[config.mk]
export PLATFORM = sky130hd
export DESIGN_NAME = bw_alu
export DESIGN_NICKNAME = d
export VERILOG_FILES = /design/src/rtl/bw_alu_pkg.sv /design/src/rtl/bw_alu_addsub.sv /design/src/rtl/bw_alu_logic.sv /design/src/rtl/bw_alu_flagreg.sv /design/src/rtl/bw_alu.sv
export SDC_FILE = /design/constraint.sdc
export NUM_CORES = 1
export LEC_CHECK = 0
export ABC_AREA = 1
export CORE_MARGIN = 2
export CORE_UTILIZATION = 55
export CTS_BUF_LIST = sky130_fd_sc_hd__clkbuf_8
export DETAILED_ROUTE_END_ITERATION = 12
export PLACE_DENSITY = 0.8
export SYNTH_ARGS = -nofsm -noshare
export SYNTH_HDL_FRONTEND = slang
export SYNTH_SLANG_ARGS = --single-unit
[constraint.sdc]
create_clock -name clk -period 3.93 [get_ports clk]
set_input_delay 0.393 -clock clk [delete_from_list [all_inputs] [get_ports clk]]
set_output_delay 0.393 -clock clk [all_outputs]
set_load 0.02 [all_outputs]
[src/rtl/bw_alu_pkg.sv]
package bw_alu_pkg;
  typedef enum logic [3:0] {
    OP_ADD = 4'd0,
    OP_ADC = 4'd1,
    OP_SUB = 4'd2,
    OP_SBB = 4'd3,
    OP_CMP = 4'd4,
    OP_INC = 4'd5,
    OP_DEC = 4'd6,
    OP_AND = 4'd7,
    OP_OR  = 4'd8,
    OP_XOR = 4'd9
  } alu_op_e;

  typedef struct packed {
    logic cf;
    logic af;
    logic pf;
    logic zf;
    logic sf;
    logic of;
  } alu_flags_t;
endpackage

[src/rtl/bw_alu_addsub.sv]
module bw_alu_addsub #(
  parameter int DW = 16
) (
  input  logic [DW-1:0] a_i,
  input  logic [DW-1:0] b_i,
  input  logic          cin_i,
  input  logic          sub_i,
  input  logic          word_i,
  output logic [DW-1:0] sum_o,
  output logic          co_o,
  output logic          ac_o,
  output logic          ov_o
);
  localparam int HW = DW / 2;

  logic [DW:0] full;
  logic        a_top, b_top, r_top;

  always_comb begin
    if (sub_i) full = {1'b0, a_i} - {1'b0, b_i} - {{DW{1'b0}}, cin_i};
    else       full = {1'b0, a_i} + {1'b0, b_i} + {{DW{1'b0}}, cin_i};
    sum_o = full[DW-1:0];
    co_o  = word_i ? full[DW] : full[HW];
    ac_o  = a_i[4] ^ b_i[4] ^ full[4];
    a_top = word_i ? a_i[DW-1] : a_i[HW-1];
    b_top = word_i ? b_i[DW-1] : b_i[HW-1];
    r_top = word_i ? full[DW-1] : full[HW-1];
    if (sub_i) ov_o = (a_top != b_top) && (r_top != a_top);
    else       ov_o = (a_top == b_top) && (r_top != a_top);
  end
endmodule

[src/rtl/bw_alu_logic.sv]
module bw_alu_logic #(
  parameter int DW = 16
) (
  input  logic [DW-1:0] a_i,
  input  logic [DW-1:0] b_i,
  input  logic [1:0]    fn_i,
  output logic [DW-1:0] y_o
);
  always_comb begin
    unique case (fn_i)
      2'd0:    y_o = a_i & b_i;
      2'd1:    y_o = a_i | b_i;
      default: y_o = a_i ^ b_i;
    endcase
  end
endmodule

[src/rtl/bw_alu_flagreg.sv]
module bw_alu_flagreg
  import bw_alu_pkg::*;
(
  input  logic       clk,
  input  logic       rst_n,
  input  logic       en_i,
  input  alu_flags_t d_i,
  output alu_flags_t q_o
);
  alu_flags_t q_nxt;

  always_comb begin
    q_nxt = q_o;
    if (en_i) q_nxt = d_i;
  end

  always_ff @(posedge clk or negedge rst_n) begin
    if (!rst_n) q_o <= '0;
    else        q_o <= q_nxt;
  end
endmodule

[src/rtl/bw_alu.sv]
module bw_alu
  import bw_alu_pkg::*;
#(
  parameter int DW = 16
) (
  input  logic          clk,
  input  logic          rst_n,
  input  logic [3:0]    op_i,
  input  logic          word_i,
  input  logic [DW-1:0] dst_i,
  input  logic [DW-1:0] src_i,
  input  logic          flag_we_i,
  output logic [DW-1:0] res_o,
  output logic          res_we_o,
  output logic          cf_o,
  output logic          af_o,
  output logic          pf_o,
  output logic          zf_o,
  output logic          sf_o,
  output logic          of_o
);
  localparam int HW = DW / 2;
  localparam logic [DW-1:0] LOW_MASK = {{(DW-HW){1'b0}}, {HW{1'b1}}};
  localparam logic [DW-1:0] ONE = {{(DW-1){1'b0}}, 1'b1};

  logic [1:0] rst_sync;
  logic       rst_int_n;

  always_ff @(posedge clk or negedge rst_n) begin
    if (!rst_n) rst_sync <= 2'b00;
    else        rst_sync <= {rst_sync[0], 1'b1};
  end
  assign rst_int_n = rst_sync[1];

  alu_flags_t flg_q, flg_d;
  logic [DW-1:0] mask, a_m, b_m, as_b;
  logic [DW-1:0] sum, lres, res_raw, res_m;
  logic          as_cin, as_sub, co, ac, ov;
  logic          valid, is_arith, keep_cf;
  logic [1:0]    lfn;

  assign mask = word_i ? {DW{1'b1}} : LOW_MASK;
  assign a_m  = dst_i & mask;
  assign b_m  = src_i & mask;

  always_comb begin
    as_b     = b_m;
    as_cin   = 1'b0;
    as_sub   = 1'b0;
    valid    = 1'b1;
    is_arith = 1'b1;
    keep_cf  = 1'b0;
    lfn      = 2'd0;
    case (op_i)
      OP_ADD: ;
      OP_ADC: as_cin = flg_q.cf;
      OP_SUB: as_sub = 1'b1;
      OP_SBB: begin as_sub = 1'b1; as_cin = flg_q.cf; end
      OP_CMP: as_sub = 1'b1;
      OP_INC: begin as_b = ONE; keep_cf = 1'b1; end
      OP_DEC: begin as_b = ONE; as_sub = 1'b1; keep_cf = 1'b1; end
      OP_AND: begin is_arith = 1'b0; lfn = 2'd0; end
      OP_OR:  begin is_arith = 1'b0; lfn = 2'd1; end
      OP_XOR: begin is_arith = 1'b0; lfn = 2'd2; end
      default: begin valid = 1'b0; is_arith = 1'b0; end
    endcase
  end

  bw_alu_addsub #(.DW(DW)) u_addsub (
    .a_i(a_m), .b_i(as_b), .cin_i(as_cin), .sub_i(as_sub), .word_i(word_i),
    .sum_o(sum), .co_o(co), .ac_o(ac), .ov_o(ov)
  );

  bw_alu_logic #(.DW(DW)) u_logic (
    .a_i(a_m), .b_i(b_m), .fn_i(lfn), .y_o(lres)
  );

  assign res_raw  = is_arith ? sum : lres;
  assign res_m    = valid ? (res_raw & mask) : '0;
  assign res_o    = res_m;
  assign res_we_o = valid && (op_i != OP_CMP);

  always_comb begin
    flg_d.pf = ~^res_m[7:0];
    flg_d.zf = (res_m == '0);
    flg_d.sf = word_i ? res_m[DW-1] : res_m[HW-1];
    if (is_arith) begin
      flg_d.cf = keep_cf ? flg_q.cf : co;
      flg_d.af = ac;
      flg_d.of = ov;
    end else begin
      flg_d.cf = 1'b0;
      flg_d.af = 1'b0;
      flg_d.of = 1'b0;
    end
  end

  bw_alu_flagreg u_flags (
    .clk(clk), .rst_n(rst_int_n), .en_i(flag_we_i && valid),
    .d_i(flg_d), .q_o(flg_q)
  );

  assign cf_o = flg_q.cf;
  assign af_o = flg_q.af;
  assign pf_o = flg_q.pf;
  assign zf_o = flg_q.zf;
  assign sf_o = flg_q.sf;
  assign of_o = flg_q.of;
endmodule

# Word-level counts from Yosys, hierarchy flattened
# Index checks and enable logic that the tools add are counted.
# classes
bitwise_logic,8
muxes,21
n_addsub,4
eq_ne,15
reduce_logical,14
# ops
cell,n
$and A16 B16 Y16,4
$mux W16,4
$pmux W16 S2,1
$add A16 B16 Y17,1
$add A17 B1 Y17,1
$mux W17,1
$sub A16 B16 Y17,1
$sub A17 B1 Y17,1
$eq A4 B3 Y1 const B,4
$logic_not A16 Y1,1
$or A16 B16 Y16,1
$xor A16 B16 Y16,1
$mux W1,13
$reduce_or A10 Y1,1
$eq A4 B2 Y1 const B,2
$eq A4 B4 Y1 const B,2
$reduce_xnor A8 Y1,1
$reduce_or A7 Y1,1
$eq A4 B1 Y1 const B,1
$logic_and A1 B1 Y1,4
$logic_not A4 Y1,1
$ne A4 B3 Y1 const B,1
$pmux W2 S2,1
$reduce_or A2 Y1,2
9 further kinds,11
# totals
ff_bits,8
input_bits,40
out_inout_bits,23
wordCells,69

# Longest topological paths before layout
# depth
word_depth,11
ltp_mapped,26
depth_no_buf,25

# Hierarchy
# A second synthesis with hierarchy kept.
# unflattened
cells_unflattened,742
hier_area_um2,4443.0
# modules_own_cells
module,cells_each,n_inst,area_per_inst_um2
bw_alu_addsub,386,1,2254.7
bw_alu,195,1,993.5
bw_alu_logic,136,1,973.4
bw_alu_flagreg,25,1,221.5

# Worst setup path before layout
# OpenSTA, ideal clock, no wires.
# synth_path
path_kind,input port to flip-flop
start,input op_i[3]
end,register u_flags.q_o[3] (netlist name)
path_stages,18
arrival_ps,3477
required_time_ps,3853
n_path_buf,0
setup_slack_ps,376
path_cell_list,inv_2 nand3_2 nand2_1 inv_1 fa_1 fa_1 inv_1 nand2_1 nand2_1 nand2_1 a31oi_1 nor2_1 nor3_2 inv_1 ha_1 xnor2_1 or2_2 a21oi_1
# synth_between
elab_chain_cells,10
elab_cells_between_ends,34
# synth_rtl
element,line_no,source
from (decl),bw_alu.sv:8,"input logic [3:0] op_i,"
$eq A4 B3 Y1,bw_alu.sv:54,case (op_i)
$reduce_or A2 Y1 (no source line),n/a,
$mux W16,bw_alu.sv:54,
$add A16 B16 Y17 or $sub A16 B16 Y17 (tied branches),"bw_alu_addsub.sv:21, bw_alu_addsub.sv:20",
$add A17 B1 Y17 or $sub A17 B1 Y17 (tied branches),"bw_alu_addsub.sv:21, bw_alu_addsub.sv:20",
$mux W17,bw_alu_addsub.sv:20,"if (sub_i) full = {1'b0, a_i} - {1'b0, b_i} - {{DW{1'b0}}, cin_i};"
$mux W16,bw_alu.sv:78,assign res_raw = is_arith ? sum : lres;
$and A16 B16 Y16,bw_alu.sv:79,assign res_m = valid ? (res_raw & mask) : '0;
$mux W16 (*),bw_alu.sv:79,
via res_o[4],bw_alu.sv:13,"output logic [DW-1:0] res_o,"
$reduce_xnor A8 Y1 (*),bw_alu.sv:84,flg_d.pf = ~^res_m[7:0];
to (signal assigned),bw_alu_flagreg.sv:19,else q_o <= q_nxt;
to (decl),bw_alu_flagreg.sv:8,output alu_flags_t q_o
# The timed path passes the listed nets; every way through them passes the cells marked *.
# A chain may end at the register's enable or synchronous reset.

# Worst setup path in the final report
# layout_path
start,input op_i[2]
end,output res_o[5]
# layout_between
elab_chain_cells,9
elab_cells_between_ends,32
# layout_rtl
element,line_no
$eq A4 B3 Y1,bw_alu.sv:54
$reduce_or A2 Y1 (no source line),n/a
$mux W16,bw_alu.sv:54
$add A16 B16 Y17 or $sub A16 B16 Y17 (tied branches),"bw_alu_addsub.sv:21, bw_alu_addsub.sv:20"
$add A17 B1 Y17 or $sub A17 B1 Y17 (tied branches),"bw_alu_addsub.sv:21, bw_alu_addsub.sv:20"
$mux W17,bw_alu_addsub.sv:20
$mux W16,bw_alu.sv:78
$and A16 B16 Y16,bw_alu.sv:79
$mux W16 (*),bw_alu.sv:79
to (decl),bw_alu.sv:13
# Mark *: on every way between the ends. The rest lies on a longest branch, timed or not.

==> results.cfg <==
[power]
static-leakage-power_nw = 3.537
peakVddDrop_mv = 0.3075
cell_internal_pwr_uw = 610.6
combinational_power_share_pct = 83.4
p_switching_uw = 626.1
power.clock.fraction_pct = 8.0
sw_frac_of_total_pct = 50.62
seqPwrFrac_pct = 8.6
power_per_unit_of_standard_cell_area_nw_per_um2 = 213.5

[cts]
clk_root_buffer_cell = sky130_fd_sc_hd__clkbuf_8
clkTransAtPathRegs_ns = 0.04
cts_hold_buf = 0
tritoncts = built
worstSkewPairLatency_ns = 0.23
ctsLongestPathBuffers = 2
ctsHtreeMaxLevel = 1
cts_sink_count = 8
tritoncts.num_buffers = 3

[logic_synthesis]
synth_cell_types = 43
mappedNetlistArea_um2 = 4284
syn_avg_cell_area_um2 = 5.682
syn-instance-count = 754
synth_async_sr_flop_share_pct = 100.0
postSynth.topFlopCell = sky130_fd_sc_hd__dfrtp_1
synth_enable_flop_cells = 0
ys_seq_elements = 8
mappedNetlistNets = 879
synth_sequential_area_ratio_pct = 4.673
yosys_warnings = 0

[finish]
most-common-layout-cells = 223 x sky130_fd_sc_hd__nand2_1, 170 x sky130_fd_sc_hd__inv_1, 87 x sky130_fd_sc_hd__buf_4, 71 x sky130_fd_sc_hd__ha_1, 70 x sky130_fd_sc_hd__nand3_1
multiInputGateArea_um2 = 3475
final_layout_size_suffix_gt1_share_pct = 18.21
final_common_cell = sky130_fd_sc_hd__nand2_1
area_grow_syn2layout_pct = 35.19
register_area_um2 = 200.2
finalCoreUtilization_pct = 75.74
antenna_cells = 0
finish.net_count = 1022
layout.filler_cells = 639
finish.instance_area_um2 = 5792

[floorplanning]
coreArea_um2 = 7647
die_h_um = 92.26
initial_utilization_pct = 56.02
io_pins = 63
fp.dieW_um = 92.26
die_area_um2 = 8511
row_count = 32

[worst_setup_path]
reg2regPathDepth = 15
crit_chain = clkdlybuf4s50_1 -> inv_1 -> nor2_2 -> nand3_2 -> buf_6 -> nand2_1 -> inv_1 -> ha_1 -> inv_2 -> ha_4 -> nand2_2 -> nor2_1 -> o21ai_0 -> nand2_1 -> o21ai_0 -> o21ai_0 -> nand2_1 -> nand3_1 -> inv_1 -> dlygate4sd2_1
worst-endpoint-arrival_ns = 3.49
worst-endpoint-required_ns = 3.54
reg2reg_setup_slack_ns = 0.61
crit_path_max_fanout = 8
worst_path_largest_cell_delay_ns = 0.47
cp-start-kind = input pin
cp.buffers_inverters = 7
critical-path-top-delay-family = buffers and inverters
crit-reg2reg-capture = u_flags.q_o[3]
critical-path-slowest-cell = sky130_fd_sc_hd__clkdlybuf4s50_1
timing.setup.critical_path_class = in -> out
worstSetupEndpointType = primary output
worstReg2RegStart = u_flags.q_o[5]

[route]
antenna_left = 0
initialDrtViolationCount = 370
avgRoutedWirePerCell_um = 14.83
wirelength_um = 14780
vias_per_cell = 5.339
via_count = 5323
dr.pass1.iters = 5
total_drc_errors_in_the_routed_layout = 0

[placed_design]
dpl_cell_area_um2 = 5622
port_buffers = 62
dpl.hpwl_um = 12180
gpl.final_weighted_congestion = 0.9930

[timing]
max_freq_ghz = 0.2573
timing.clock.skew_ns = 0.004925
setup_repair_after_global_routing_missed_its_margin = yes
tightest_slew_margin_relative_to_the_limit_pct = 49.89
worstMarginPinSlew_ns = 0.7509
final_hold_viol_count = 0
finalCriticalPeriod_ns = 3.886
finalHoldWorstSlack_ns = 0.09419
finalMaxSlewViolations = 0
setup_viol_count_final = 0
setup-tns-final_ns = 0
timing.final.crit_share_pct = 98.88

[global_routing]
gr-usage-all-layers_pct = 34.52
initial_antenna_violation_count = 0
grt_pass1_wl_um = 24010
globalRouteOverflowTotal = 0
first_global_vias = 5280
grt_start_max_net_pins = 34

[outcome]
outcome = finished, final reports clean

[worst_hold_path]
hp_class = reg -> async

[job]
max_cap_check_violation_count = 0
state kept, by name, summed over array words and instances, names as in the netlist:
register and cells:
rst_sync 2, u_flags.q_o 6
power by group through the flow:
stage	registers (mW)	logic, mW	clock network (mW)
floorplan	0.123	0.548	0
global placement	0.107	0.937	0
finish	0.107	1.03	0.0983
global route	0.108	1.13	0.103
detailed placement	0.107	0.962	0
CTS	0.107	0.962	0.0988
worst register-to-register path: cells and delay by family, from the launching register on:
| family | cells | cell delay (ns) |
|---|---|---|
| flip-flops | 1 | 0.39 |
| adder cells (fa/ha/maj) | 3 | 1.03 |
| AO/OA/AOI/OAI | 4 | 0.71 |
| XOR/XNOR | 1 | 0.14 |
| AND/OR/NAND/NOR | 5 | 0.85 |
| buffers and inverters | 2 | 0.14 |
area by class of cell:
class / instances / area share, %
Timing Repair Buffer: 151 / 21.82
Multi-Input combinational cell: 552 / 59.99
Inverter: 181 / 11.82
Clock buffer: 3 / 0.7129
Tap cell: 102 / 2.203
Sequential cell: 8 / 3.456
cell families (layout without fill, tap and decap cells):
family,after synthesis,after routing,synth area share [%]
flip-flops,8,8,4.673
XOR/XNOR,8,8,1.635
buffers and inverters,194,335,17.93
adder cells (fa/ha/maj),85,85,25.53
AND/OR/NAND/NOR,386,386,39.72
other,1,1,0.08753
AO/OA/AOI/OAI,72,72,10.43
per-stage QoR:
step           worst slack (ns)  power, mW  cells
2_1_floorplan            0.3758     0.6709    754
3_3_place_gp            -0.2065      1.044    993
3_5_place_dp            -0.3245      1.070    993
4_1_cts              -0.0005460      1.168    996
5_1_grt                -0.08679      1.343    997
6_report                0.04394      1.237    997
synthesized netlist by cell type (2+ instances only):
| library cell | number | area (µm²) |
|---|---|---|
| sky130_fd_sc_hd__a21oi_1 | 32 | 160.2 |
| sky130_fd_sc_hd__a31oi_1 | 2 | 12.51 |
| sky130_fd_sc_hd__and2_1 | 3 | 18.77 |
| sky130_fd_sc_hd__buf_2 | 7 | 35.03 |
| sky130_fd_sc_hd__buf_6 | 3 | 33.78 |
| sky130_fd_sc_hd__dfrtp_1 | 8 | 200.2 |
| sky130_fd_sc_hd__fa_1 | 4 | 80.08 |
| sky130_fd_sc_hd__ha_1 | 81 | 1013 |
| sky130_fd_sc_hd__inv_1 | 172 | 645.6 |
| sky130_fd_sc_hd__inv_2 | 7 | 26.28 |
| sky130_fd_sc_hd__inv_4 | 2 | 12.51 |
| sky130_fd_sc_hd__nand2_1 | 228 | 855.8 |
| sky130_fd_sc_hd__nand2_2 | 8 | 50.05 |
| sky130_fd_sc_hd__nand3_1 | 72 | 360.4 |
| sky130_fd_sc_hd__nand3_2 | 3 | 30.03 |
| sky130_fd_sc_hd__nand4_1 | 8 | 50.05 |
| sky130_fd_sc_hd__nor2_1 | 44 | 165.2 |
| sky130_fd_sc_hd__nor2_2 | 2 | 12.51 |
| sky130_fd_sc_hd__nor2_4 | 2 | 22.52 |
| sky130_fd_sc_hd__nor3_1 | 5 | 25.02 |
| sky130_fd_sc_hd__nor3_2 | 3 | 30.03 |
| sky130_fd_sc_hd__o21ai_0 | 8 | 40.04 |
| sky130_fd_sc_hd__o21ai_1 | 6 | 30.03 |
| sky130_fd_sc_hd__o21bai_1 | 2 | 15.01 |
| sky130_fd_sc_hd__o221ai_1 | 16 | 140.1 |
| sky130_fd_sc_hd__or2_0 | 3 | 18.77 |
| sky130_fd_sc_hd__xnor2_1 | 4 | 35.03 |
| sky130_fd_sc_hd__xor2_1 | 4 | 35.03 |
how the worst max path moves through the flow:
| stage | start | end | slack [ns] | cells past startpoint |
|---|---|---|---|---|
| 3_3_place_gp | op_i[0] | res_o[9] | -0.21 | 23 |
| 6_report | op_i[2] | res_o[5] | 0.04 | 20 |
| 4_1_cts | op_i[0] | res_o[9] | -0.0005 | 23 |
| 3_5_place_dp | op_i[0] | res_o[9] | -0.32 | 23 |
| 2_1_floorplan | op_i[3] | u_flags.q_o[3] | 0.38 | 18 |
| 5_1_grt | op_i[2] | u_flags.q_o[3] | -0.09 | 23 |
what timing repair did:
| item | 4_1_cts | 5_1_grt |
|---|---|---|
| resized for setup | 17 | 51 |
| buffers inserted | 0 | 1 |
| pin swaps | 0 | 6 |
| endpoints found under the setup margin | 13 | 17 |
per-layer routing:
layer | global-route usage (%) | wire length, µm | part of all wire, %
met4 | 7.960 | 261 | 1.8
met2 | 57.97 | 6734 | 46
met1 | 47.10 | 6509 | 44
met3 | 4.355 | 1276 | 8.6
met5 | 0 | 0 | 0
No activity file was read; power rests on OpenSTA's default activity.
